--- src/rtl/ictmr_pkg.sv ---
package ictmr_pkg;

    typedef enum logic [1:0] {
        TM_ONESHOT  = 2'd0,
        TM_PERIODIC = 2'd1,
        TM_DEADLINE = 2'd2,
        TM_RSVD     = 2'd3
    } tmr_mode_e;

    typedef enum logic [1:0] {
        ST_STOP     = 2'd0,
        ST_COUNT    = 2'd1,
        ST_DL_IDLE  = 2'd2,
        ST_DL_ARMED = 2'd3
    } tmr_state_e;

    localparam int ADDR_W   = 2;
    localparam logic [ADDR_W-1:0] A_CTRL = 2'd0;
    localparam logic [ADDR_W-1:0] A_INIT = 2'd1;
    localparam logic [ADDR_W-1:0] A_DIV  = 2'd2;
    localparam logic [ADDR_W-1:0] A_DL   = 2'd3;

    localparam int MASK_BIT = 16;
    localparam int MODE_LSB = 17;

endpackage

--- src/rtl/ictmr_prescaler.sv ---
module ictmr_prescaler #(
    parameter int CODE_W = 3
) (
    input  logic              clk,
    input  logic              rst_n,
    input  logic              clear,
    input  logic [CODE_W-1:0] code,
    output logic              tick
);
    localparam int PSC_W = (1 << CODE_W) - 1;

    logic [PSC_W-1:0] cnt;
    logic [PSC_W-1:0] lim;

    // all-ones code selects divide by 1, otherwise 2^(code+1)
    always_comb begin
        if (&code) lim = '0;
        else       lim = PSC_W'((32'd1 << (32'(code) + 32'd1)) - 32'd1);
    end

    assign tick = (cnt == lim);

    always_ff @(posedge clk or negedge rst_n) begin
        if (!rst_n)              cnt <= '0;
        else if (clear || tick)  cnt <= '0;
        else                     cnt <= cnt + 1'b1;
    end

    // the divider never runs past its limit (code changes always clear it)
    assert_psc_bound_R8: assert property (@(posedge clk) disable iff (!rst_n)
        cnt <= lim);

    // a clear restarts a full period
    assert_psc_restart_R2: assert property (@(posedge clk) disable iff (!rst_n)
        clear |=> cnt == '0);

endmodule

--- src/rtl/ictmr_deadline_cmp.sv ---
module ictmr_deadline_cmp #(
    parameter int TS_W = 64
) (
    input  logic            armed,
    input  logic [TS_W-1:0] tstamp,
    input  logic [TS_W-1:0] limit,
    output logic            hit
);
    assign hit = armed && (limit != '0) && (tstamp >= limit);
endmodule

--- src/rtl/irq_countdown_timer.sv ---
module irq_countdown_timer
    import ictmr_pkg::*;
#(
    parameter int CNT_W  = 32,
    parameter int TS_W   = 64,
    parameter int VEC_W  = 8,
    parameter int CODE_W = 3
) (
    input  logic                clk,
    input  logic                rst_n,
    input  logic                wr_en,
    input  logic [ADDR_W-1:0]   wr_addr,
    input  logic [TS_W-1:0]     wr_data,
    input  logic [TS_W-1:0]     tstamp,
    output logic [CNT_W-1:0]    cur_count,
    output logic                irq_pulse,
    output logic [VEC_W-1:0]    irq_vector
);
    localparam logic [CNT_W-1:0] CNT_ONE = CNT_W'(1);

    tmr_state_e        state, state_nxt;
    tmr_mode_e         ctrl_mode;
    logic              ctrl_mask;
    logic [VEC_W-1:0]  ctrl_vec;
    logic [CODE_W-1:0] div_code;
    logic [CNT_W-1:0]  init_cnt, cur_cnt;
    logic [TS_W-1:0]   dl_val;
    logic              irq_q;
    logic [VEC_W-1:0]  vec_q;

    logic              wr_ctl, wr_init, wr_div, wr_dl;
    logic              in_dl, mode_flip, ld_init, ld_div, psc_clear;
    logic              tick, expire, dl_fire, fire, data_nz;
    tmr_mode_e         new_mode;
    logic [CNT_W-1:0]  data_cnt;

    // ---------------- write decode ----------------
    assign wr_ctl   = wr_en && (wr_addr == A_CTRL);
    assign wr_init  = wr_en && (wr_addr == A_INIT);
    assign wr_div   = wr_en && (wr_addr == A_DIV);
    assign wr_dl    = wr_en && (wr_addr == A_DL);
    assign new_mode = tmr_mode_e'(wr_data[MODE_LSB +: 2]);
    assign data_cnt = wr_data[CNT_W-1:0];
    assign data_nz  = (wr_data != '0);

    assign in_dl     = (ctrl_mode == TM_DEADLINE);
    assign mode_flip = wr_ctl && ((new_mode == TM_DEADLINE) != in_dl);
    assign ld_init   = wr_init && !in_dl;
    assign ld_div    = wr_div && (wr_data[CODE_W-1:0] != div_code);
    assign psc_clear = ld_init || ld_div || mode_flip;

    // ---------------- sub-blocks ----------------
    ictmr_prescaler #(.CODE_W(CODE_W)) u_psc (
        .clk   (clk),
        .rst_n (rst_n),
        .clear (psc_clear),
        .code  (div_code),
        .tick  (tick)
    );

    ictmr_deadline_cmp #(.TS_W(TS_W)) u_cmp (
        .armed  ((state == ST_DL_ARMED) && !mode_flip),
        .tstamp (tstamp),
        .limit  (dl_val),
        .hit    (dl_fire)
    );

    assign expire = (state == ST_COUNT) && tick && (cur_cnt == CNT_ONE)
                    && !ld_init && !mode_flip;
    assign fire   = expire || dl_fire;

    // ---------------- next state ----------------
    always_comb begin
        state_nxt = state;
        unique case (state)
            ST_STOP: begin
                if (mode_flip)                       state_nxt = ST_DL_IDLE;
                else if (ld_init && data_cnt != '0)  state_nxt = ST_COUNT;
            end
            ST_COUNT: begin
                if (mode_flip)      state_nxt = ST_DL_IDLE;
                else if (ld_init)   state_nxt = (data_cnt != '0) ? ST_COUNT : ST_STOP;
                else if (expire)    state_nxt = (ctrl_mode == TM_PERIODIC) ? ST_COUNT : ST_STOP;
            end
            ST_DL_IDLE: begin
                if (mode_flip)               state_nxt = ST_STOP;
                else if (wr_dl && data_nz)   state_nxt = ST_DL_ARMED;
            end
            ST_DL_ARMED: begin
                if (mode_flip)     state_nxt = ST_STOP;
                else if (wr_dl)    state_nxt = data_nz ? ST_DL_ARMED : ST_DL_IDLE;
                else if (dl_fire)  state_nxt = ST_DL_IDLE;
            end
        endcase
    end

    // ---------------- state register ----------------
    always_ff @(posedge clk or negedge rst_n) begin
        if (!rst_n) state <= ST_STOP;
        else        state <= state_nxt;
    end

    // ---------------- registers and outputs ----------------
    always_ff @(posedge clk or negedge rst_n) begin
        if (!rst_n) begin
            ctrl_mode <= TM_ONESHOT;
            ctrl_mask <= 1'b0;
            ctrl_vec  <= '0;
            div_code  <= '0;
            init_cnt  <= '0;
            cur_cnt   <= '0;
            dl_val    <= '0;
            irq_q     <= 1'b0;
            vec_q     <= '0;
        end else begin
            irq_q <= 1'b0;
            if (wr_ctl) begin
                ctrl_mode <= new_mode;
                ctrl_mask <= wr_data[MASK_BIT];
                ctrl_vec  <= wr_data[VEC_W-1:0];
            end
            if (wr_div) div_code <= wr_data[CODE_W-1:0];

            if (mode_flip) begin
                init_cnt <= '0;
                cur_cnt  <= '0;
                dl_val   <= '0;
            end else begin
                if (ld_init) begin
                    init_cnt <= data_cnt;
                    cur_cnt  <= data_cnt;
                end else if (expire) begin
                    cur_cnt <= (ctrl_mode == TM_PERIODIC) ? init_cnt : '0;
                end else if ((state == ST_COUNT) && tick) begin
                    cur_cnt <= cur_cnt - CNT_ONE;
                end
                if (wr_dl)        dl_val <= wr_data;
                else if (dl_fire) dl_val <= '0;
            end

            if (fire && !ctrl_mask) begin
                irq_q <= 1'b1;
                vec_q <= ctrl_vec;
            end
        end
    end

    assign cur_count  = cur_cnt;
    assign irq_pulse  = irq_q;
    assign irq_vector = vec_q;

    // ---------------- assertions ----------------
    assert_load_R1: assert property (@(posedge clk) disable iff (!rst_n)
        ld_init |=> cur_cnt == $past(data_cnt));

    assert_count_state_R1: assert property (@(posedge clk) disable iff (!rst_n)
        !in_dl |-> ((state == ST_COUNT) == (cur_cnt != '0)));

    // without a divider tick and without a load, a control write leaves the count alone
    assert_hold_R3: assert property (@(posedge clk) disable iff (!rst_n)
        ((state == ST_COUNT) && !tick && !ld_init && !mode_flip) |=> $stable(cur_cnt));

    assert_reload_R4: assert property (@(posedge clk) disable iff (!rst_n)
        (expire && ctrl_mode == TM_PERIODIC) |=> cur_cnt == $past(init_cnt));

    assert_pulse_src_R4: assert property (@(posedge clk) disable iff (!rst_n)
        irq_pulse |-> $past(fire));

    assert_disarm_R5: assert property (@(posedge clk) disable iff (!rst_n)
        (ld_init && data_cnt == '0) |=> (cur_cnt == '0 && !irq_pulse));

    assert_flip_clear_R7: assert property (@(posedge clk) disable iff (!rst_n)
        mode_flip |=> (cur_cnt == '0 && init_cnt == '0 && dl_val == '0 && !irq_pulse));

    assert_mode_state_R7: assert property (@(posedge clk) disable iff (!rst_n)
        in_dl == (state == ST_DL_IDLE || state == ST_DL_ARMED));

    assert_dl_clear_R9: assert property (@(posedge clk) disable iff (!rst_n)
        (dl_fire && !wr_dl) |=> dl_val == '0);

    assert_mask_R10: assert property (@(posedge clk) disable iff (!rst_n)
        (fire && ctrl_mask) |=> !irq_pulse);

    assert_dl_count_zero_R11: assert property (@(posedge clk) disable iff (!rst_n)
        in_dl |-> cur_cnt == '0);

endmodule

--- config.mk ---
export PLATFORM = sky130hd
export DESIGN_NAME = irq_countdown_timer
export DESIGN_NICKNAME = d
export VERILOG_FILES = /design/src/rtl/ictmr_pkg.sv /design/src/rtl/ictmr_prescaler.sv /design/src/rtl/ictmr_deadline_cmp.sv /design/src/rtl/irq_countdown_timer.sv
export SDC_FILE = /design/constraint.sdc
export NUM_CORES = 1
export LEC_CHECK = 0
export BUFFER_PORTS_ARGS = -buffer_cell sky130_fd_sc_hd__buf_2
export CORE_UTILIZATION = 45
export DETAILED_ROUTE_END_ITERATION = 8
export GPL_TIMING_DRIVEN = 1
export PLACE_DENSITY = 0.76
export SLEW_MARGIN = 0
export SYNTH_ARGS = -nofsm -noshare
export SYNTH_HDL_FRONTEND = slang
export SYNTH_SLANG_ARGS = --single-unit
--- constraint.sdc ---
create_clock -name clk -period 8.9 [get_ports clk]
set_clock_uncertainty 0.1 [all_clocks]
set_input_delay 0.445 -clock clk [delete_from_list [all_inputs] [get_ports clk]]
set_output_delay 0.445 -clock clk [all_outputs]
set_load 0.01 [all_outputs]
; After elaboration in Yosys (flattened, before gate mapping)
; Cells that the tools add are included.
[classes]
addsub = 4
mul = 0
div = 0
order_cmp = 1
n_eq_ne = 17
shift = 1
n_mux = 27
bitwise = 0
reduce_logical = 35
[op_table]
columns = op, n
row1 = two-way mux 32 bit, 7
row2 = two-way mux 64 bit, 3
row3 = nonzero test 64 bit, 2
row4 = greater-or-equal comparator 64 bit, 1
row5 = == test 32 x 1 -> 1 bit (second input constant), 1
row6 = nonzero test 32 bit, 1
row7 = left shift 1 x 32 -> 7 bit (first input constant), 1
row8 = subtractor 32 x 1 -> 32 bit (second input constant), 1
row9 = two-way mux 2 bit, 10
row10 = logical AND 1 bit, 17
row11 = two-way mux 7 bit, 2
row12 = == test 2 bit (second input constant), 6
row13 = != test 4 bit (second input constant), 2
row14 = one-hot mux 2 bit (4 select lines), 1
row15 = adder 7 x 1 -> 7 bit (second input constant), 1
row16 = == test 7 bit, 1
row17 = subtractor 7 x 1 -> 7 bit (second input constant), 1
row18 = == test 2 x 1 -> 1 bit (second input constant), 3
row19 = != test 3 bit (second input constant), 2
row20 = adder 3 x 1 -> 4 bit (second input constant), 1
row21 = zero test 1 bit, 4
row22 = zero test 2 bit, 2
row23 = logical OR 1 bit, 4
row24 = two-way mux 1 bit, 4
row25 = 7 further kinds, 7
[word_totals]
register_bits = 160
latchBits = 0
mem_bits_rw = 0
romBits = 0
inputBits = 133
word_cells = 96
n_memories = 0

; Depth between registers and ports, before layout
[logic_depth]
word_depth = 13
ltp_mapped = 17
mapped_depth_nobuf = 13

; Modules after synthesis
; From an unflattened synthesis, not the netlist that was laid out.
[hier_totals]
hier_cells = 1053
area_unflattened_um2 = 9975.8
[by_module_without_submodules]
columns = module, n_inst, cells_per_inst, area_each_um2, seq_area_each_um2
row1 = irq_countdown_timer, 1, 695, 7245.7, 3828.7
row2 = ictmr_deadline_cmp, 1, 244, 1752.9, 0.0
row3 = ictmr_prescaler, 1, 114, 977.2, 175.2

; Worst setup path after synthesis
; Ideal clock, no wire load.
[synth_path]
path_type = reg-to-reg
startpoint = register div_code[1]
endpoint = register cur_cnt[22] (netlist: cur_count[22])
setup_ns = 0.129
arrival_time_ns = 3.449
required_ns = 8.671
setup_slack_ns = 5.221
path_stages_with_launch = 16
path_buffers = 3
period_less_slack_ns = 3.679
cell_sequence = dfrtp_1 -> buf_2 -> nand2_1 -> inv_1 -> ha_1 -> clkbuf_1 -> or3_1 -> ha_1 -> xor2_1 -> mux2i_1 -> a22oi_1 -> nor4_4 -> o21ai_1 -> buf_2 -> a311oi_1 -> nor3_1
[synth_between]
elab_chain_len = 12
[synth_rtl]
columns = element, line_no
row1 = start: declaration, irq_countdown_timer.sv:25  ; logic [CODE_W-1:0] div_code;
row2 = start signal: assignment, irq_countdown_timer.sv:122  ; if (wr_div) div_code <= wr_data[CODE_W-1:0];
row3 = adder 3 x 1 -> 4 bit, ictmr_prescaler.sv:18  ; else lim = PSC_W'((32'd1 << (32'(code) + 32'd1)) - 32'd1);
row4 = left shift 1 x 32 -> 7 bit, ictmr_prescaler.sv:18
row5 = subtractor 7 x 1 -> 7 bit, ictmr_prescaler.sv:18
row6 = two-way mux 7 bit (*), ictmr_prescaler.sv:17  ; if (&code) lim = '0;
row7 = == test 7 bit (*), ictmr_prescaler.sv:21  ; assign tick = (cnt == lim);
row8 = logical AND 1 bit (*), "irq_countdown_timer.sv:68, irq_countdown_timer.sv:134"
row9 = logical AND 1 bit, irq_countdown_timer.sv:68  ; assign expire = (state == ST_COUNT) && tick && (cur_cnt == CNT_ONE)
row10 = logical AND 1 bit (2 in a row), irq_countdown_timer.sv:69  ; && !ld_init && !mode_flip;
row11 = two-way mux 32 bit, irq_countdown_timer.sv:132  ; end else if (expire) begin
row12 = two-way mux 32 bit, irq_countdown_timer.sv:129  ; if (ld_init) begin
row13 = two-way mux 32 bit, irq_countdown_timer.sv:124  ; if (mode_flip) begin
row14 = end signal: assignment, irq_countdown_timer.sv:131  ; cur_cnt <= data_cnt;
row15 = end signal: assignment, irq_countdown_timer.sv:133  ; cur_cnt <= (ctrl_mode == TM_PERIODIC) ? init_cnt : '0;
row16 = end signal: assignment, irq_countdown_timer.sv:135  ; cur_cnt <= cur_cnt - CNT_ONE;
row17 = end: declaration, irq_countdown_timer.sv:26  ; logic [CNT_W-1:0] init_cnt, cur_cnt;
; Every way passes the cells marked *; elsewhere a longest branch is shown, timed or not.
; A chain may end at the register's enable or synchronous reset.

; Worst setup path in the final report
[layout_path]
startpoint = register div_code[0]
endpoint = register cur_cnt[3] (netlist: cur_count[3])
; Same word-level chain as after synthesis.

==> summary.md <==
| Metric | Value |
|---|---|
| Switch Pwr | between 1 and 1.5 mW |
| Post-cts sizing count | 0 |
| Power Dens Cells | 267 nW/µm² |
| Synth cell count leaders | 160 x dfrtp_1, 100 x nand2_1, 99 x a21oi_1 |
| Setup CP Type | reg -> reg |
| CP Data Required Time | 9.15 ns |
| Crit start category | flip-flop |
| Worst setup margin | 3.90 ns |
| CP arrival | 5.25 ns |
| Primary FF master, synth | dfrtp_1 |
| Reg-to-reg slack, setup | 3.90 ns |
| Number of enable flip-flop cells after synthesis | 0 |
| H-tree levels | 4 |
| Area leader, netlist | dfrtp_1 |
| Crit path from | div_code[0]$_DFFE_PN0P_ |
| Final Instance Area | 11300 µm² |
| Worst path slowest cell | and2_1 |
| Clock power frac | between 20% and 30% |
| Core ar. | 21000 µm² |
| Worst-margin pin slew | 1.35 ns |
| Worst r2r dst | cur_count[3]$_DFFE_PN0P_ |
| Register area share after synthesis | a little over two fifths |
| Routed vias | 8797 |
| Clock sinks | 160 |
| Mux cell area share after synthesis | 3.00% |
| Post-synth net total | ~1.2k |
| CTS Buf Count | 17 |
| Static leakage | about 5.0 nW |
| Synth Area in Adders | under 10% |
| Total grt overflow | 0 |
| CP bufs+invs | 2 |
| Initial core utilization | between 40% and 50% |
| Async SR Flop Fraction | 100% |
| FMAX | 200 MHz |
| Die W | 148 µm |
| Stages on the worst setup path | 13 |
| # rows | 53 |
| Class of the worst hold path | in -> async |
| Sw Ratio | 37.9% |
| End of the critical path | cur_count[3]$_DFFE_PN0P_ |
| DIE HEIGHT | between 100 and 150 µm |
| Synth unique cells | 63 |
| RSZ-0062 raised after global routing | false |
| CTS clk-pin slew, worst paths | about 0.070 ns |
| Largest stage delay on the critical path | around 1.0 ns |
| CP delay by family, top | simple AND/OR/NAND/NOR gates |
| Top-count cell post-synth | dfrtp_1 |
| Nets@finish | between 1k and 1.5k |
| Vias in the first global route | 8457 |
| Vias per cell | 5.99 |
| FF-to-FF Start | div_code[0]$_DFFE_PN0P_ |
| Hold_ws | -0.0469 ns |
| Initial antenna violation count | 2 |
| Area fraction in compound gates after synthesis | 19.8% |
| Crit-path cells | nand2_1 -> inv_1 -> ha_1 -> or3_1 -> ha_1 -> xor2_1 -> mux2i_1 -> a22oi_1 -> nor4_4 -> buf_4 -> and2_1 -> a311oi_1 -> nor3_1 |
| Total Routed Length | ~28000 µm |
| IR drop worst, VDD | approximately 0.15 mV |
| Die area | between 20000 and 25000 µm² |
| Period minus WS final | 5.00 ns |
| Pre-CTS setup slack | about 4.0 ns |
| Max-Cap Viols | 0 |
| Total global-route track usage | around a quarter |
| Setup TNS | 0 ns |
| Fin crit share | 56.2% |
| Slew margin rel. | 10.2% |
| First-pass GRT wire length | 45300 µm |
| Worst reg2reg path depth | 13 |
| Synth top area share | 41.6% |
| Avg WL per Cell | 19.2 µm |
| Violated checks | DRC, hold timing |
| Final Hold Viols | 29 |
| Area Growth Syn to Fin | 17.4% |
| Crit path max fanout | 36 |
| Synth Warn # | 0 |
| Cell count after synthesis | 1033 |
| Layout cell share with drive strength beyond 1 | 21.8% |
| Setup bufs post-CTS | 0 |
| Simple-gate area share of the yosys netlist | 16.9% |
| Setup violations, final | 0 |
| Post-CTS Hold Buffers | 0 |
| Outcome | finished, violations left |
| Largest net degree at the start of global routing | 93 |
| Sequential Power Share | 40.2% |
| Synth Area per Inst | 9.31 µm² |
| Yosys reg bits | 160 |
| Clk root buf | clkbuf_16 |
| DRT Pass-1 Iters | 8 |
| CTS tree | done |
| Final Power | 3.01 mW |
| Clock buffer depth | 2 |
| CP Capture Type | flip-flop |
| Pint | 1.87 mW |
| Xor/xnor cell area share of the yosys netlist | 4.01% |
| Port Buffers | 173 |
| Iteration-0 DRC count of the detailed router | about 810 |
| Largest family of logic cells by synthesized area | compound AO/OA/AOI/OAI gates |
| Max Slew Vio Count | 0 |
| Post-DP HPWL | 19700 µm |
| Mapped Area | between 9000 and 10000 µm² |
| Antenna-violating nets left | 0 |
| I/O Pins | approximately 170 |
| Worst-Skew Late Latency | 0.44 ns |
| Layout fillers | 1883 |
| Remaining DRCs | 2 |
| Placed cell areas | roughly 11000 µm² |
| Most used cell, CP | ha_1 |
| Synth top area cells | dfrtp_1 42%, ha_1 9.1%, a22o_1 5.8%, a21oi_1 5.2%, nand2_1 3.9% |
| Gpl congestion | 0.881 |
| Combinational share of power | 35.4% |
[placed cells by master, fill, tap and decap left out, types with 4 or more instances in the layout]
cell type     n
a311oi_1     15
a22o_1       64
nor4_1       48
mux2_2       23
ha_1         70
or3_1         6
o21ai_0      30
inv_1        78
a31oi_1      11
buf_2       172
a21oi_1      99
clkinvlp_4    4
o31a_1        4
nand2_1     100
clkbuf_16    17
nand3b_1      6
nor3_1       28
o221ai_1     10
nor2b_1       6
dfrtp_1     160
nor2_1       55
and3_1        6
xnor2_1      33
buf_4        10
a211oi_1     11
nand2b_1      7
inv_6         4
nand4_1      17
nand3_1      11
o22ai_1       5
xor2_1       11
[power by group through the flow]
| stage | Clock (mW) | Combinational (mW) | Sequential, mW |
|---|---|---|---|
| floorplan | 0 | 0.725 | 1.17 |
| global placement | 0 | 1.02 | 1.21 |
| detailed placement | 0 | 1.06 | 1.21 |
| CTS | 0.742 | 1.07 | 1.21 |
| global route | 0.770 | 1.20 | 1.24 |
| finish | 0.733 | 1.07 | 1.21 |
[area by class of cell]
class | instances | area [µm²] | share of cell area [%]
antenna | 3 | 7.51 | 0.0665
clock buffer | 17 | 425 | 3.77
clock inverter | 15 | 161 | 1.43
inverter | 78 | 293 | 2.59
multi-input combinational | 737 | 5110 | 45.3
sequential | 160 | 4000 | 35.5
tap | 275 | 344 | 3.05
timing repair buffer | 183 | 947 | 8.39
[flip-flops by register name, indices dropped and copies added (netlist names)]
signal	cells
ctrl_mode	2
ctrl_vec	8
ctrl_mask	1
u_psc.cnt	7
div_code	3
irq_vector	8
state	2
init_cnt	32
irq_pulse	1
dl_val	64
cur_count	32
[worst reg2reg max path, delay by kind of cell, from the launching register on]
kind / cells / cell delay (ns)
and+or+nand+nor: 5 / 2.13
muxes: 1 / 0.24
adders and majority gates: 2 / 0.61
xor gates and xnor gates: 1 / 0.26
AOI/OAI and AO/OA: 2 / 0.40
DFF: 1 / 0.62
buffers and inverters: 2 / 0.56
[per-stage QoR]
stage | hold WS, ns | util (%) | std cells
finish | -0.0469 | 53.7 | 1468
global route | 0.0392 | 53.7 | 1467
CTS | 0.0117 | 53.7 | 1465
detailed placement | 0.386 | 50.9 | 1433
global placement | 0.380 | 50.9 | 1433
floorplan | 0.0494 | - | 1033
[logic make-up (layout without fill, tap and decap cells)]
logic type	count (synthesis)	in the layout
compound gates	280	280
xor+xnor	44	44
fa+ha+maj	70	70
buf+inv	136	293
flops	160	160
mux	26	26
other cells	0	3
simple gates	317	317
[per-layer routing]
| metal | routed length [µm] | GRT usage, % |
|---|---|---|
| met1 | 12300 | 36.0 |
| met2 | 13500 | 42.4 |
| met4 | 762 | 11.0 |
| met3 | 1660 | 3.90 |
| met5 | 0 | 0 |
[worst min-delay path by stage]
stage / from / to / slack [ns] / cells after the start
2_1_floorplan: rst_n / ctrl_mask$_DFFE_PN0P_ / 0.05 / 0
3_3_place_gp: ctrl_mask$_DFFE_PN0P_ / ctrl_mask$_DFFE_PN0P_ / 0.38 / 1
3_5_place_dp: ctrl_mask$_DFFE_PN0P_ / ctrl_mask$_DFFE_PN0P_ / 0.39 / 1
4_1_cts: rst_n / dl_val[33]$_DFFE_PN0P_ / 0.01 / 1
5_1_grt: rst_n / dl_val[33]$_DFFE_PN0P_ / 0.04 / 1
6_report: rst_n / dl_val[33]$_DFFE_PN0P_ / -0.05 / 1
(Power assumes the default switching activity.)
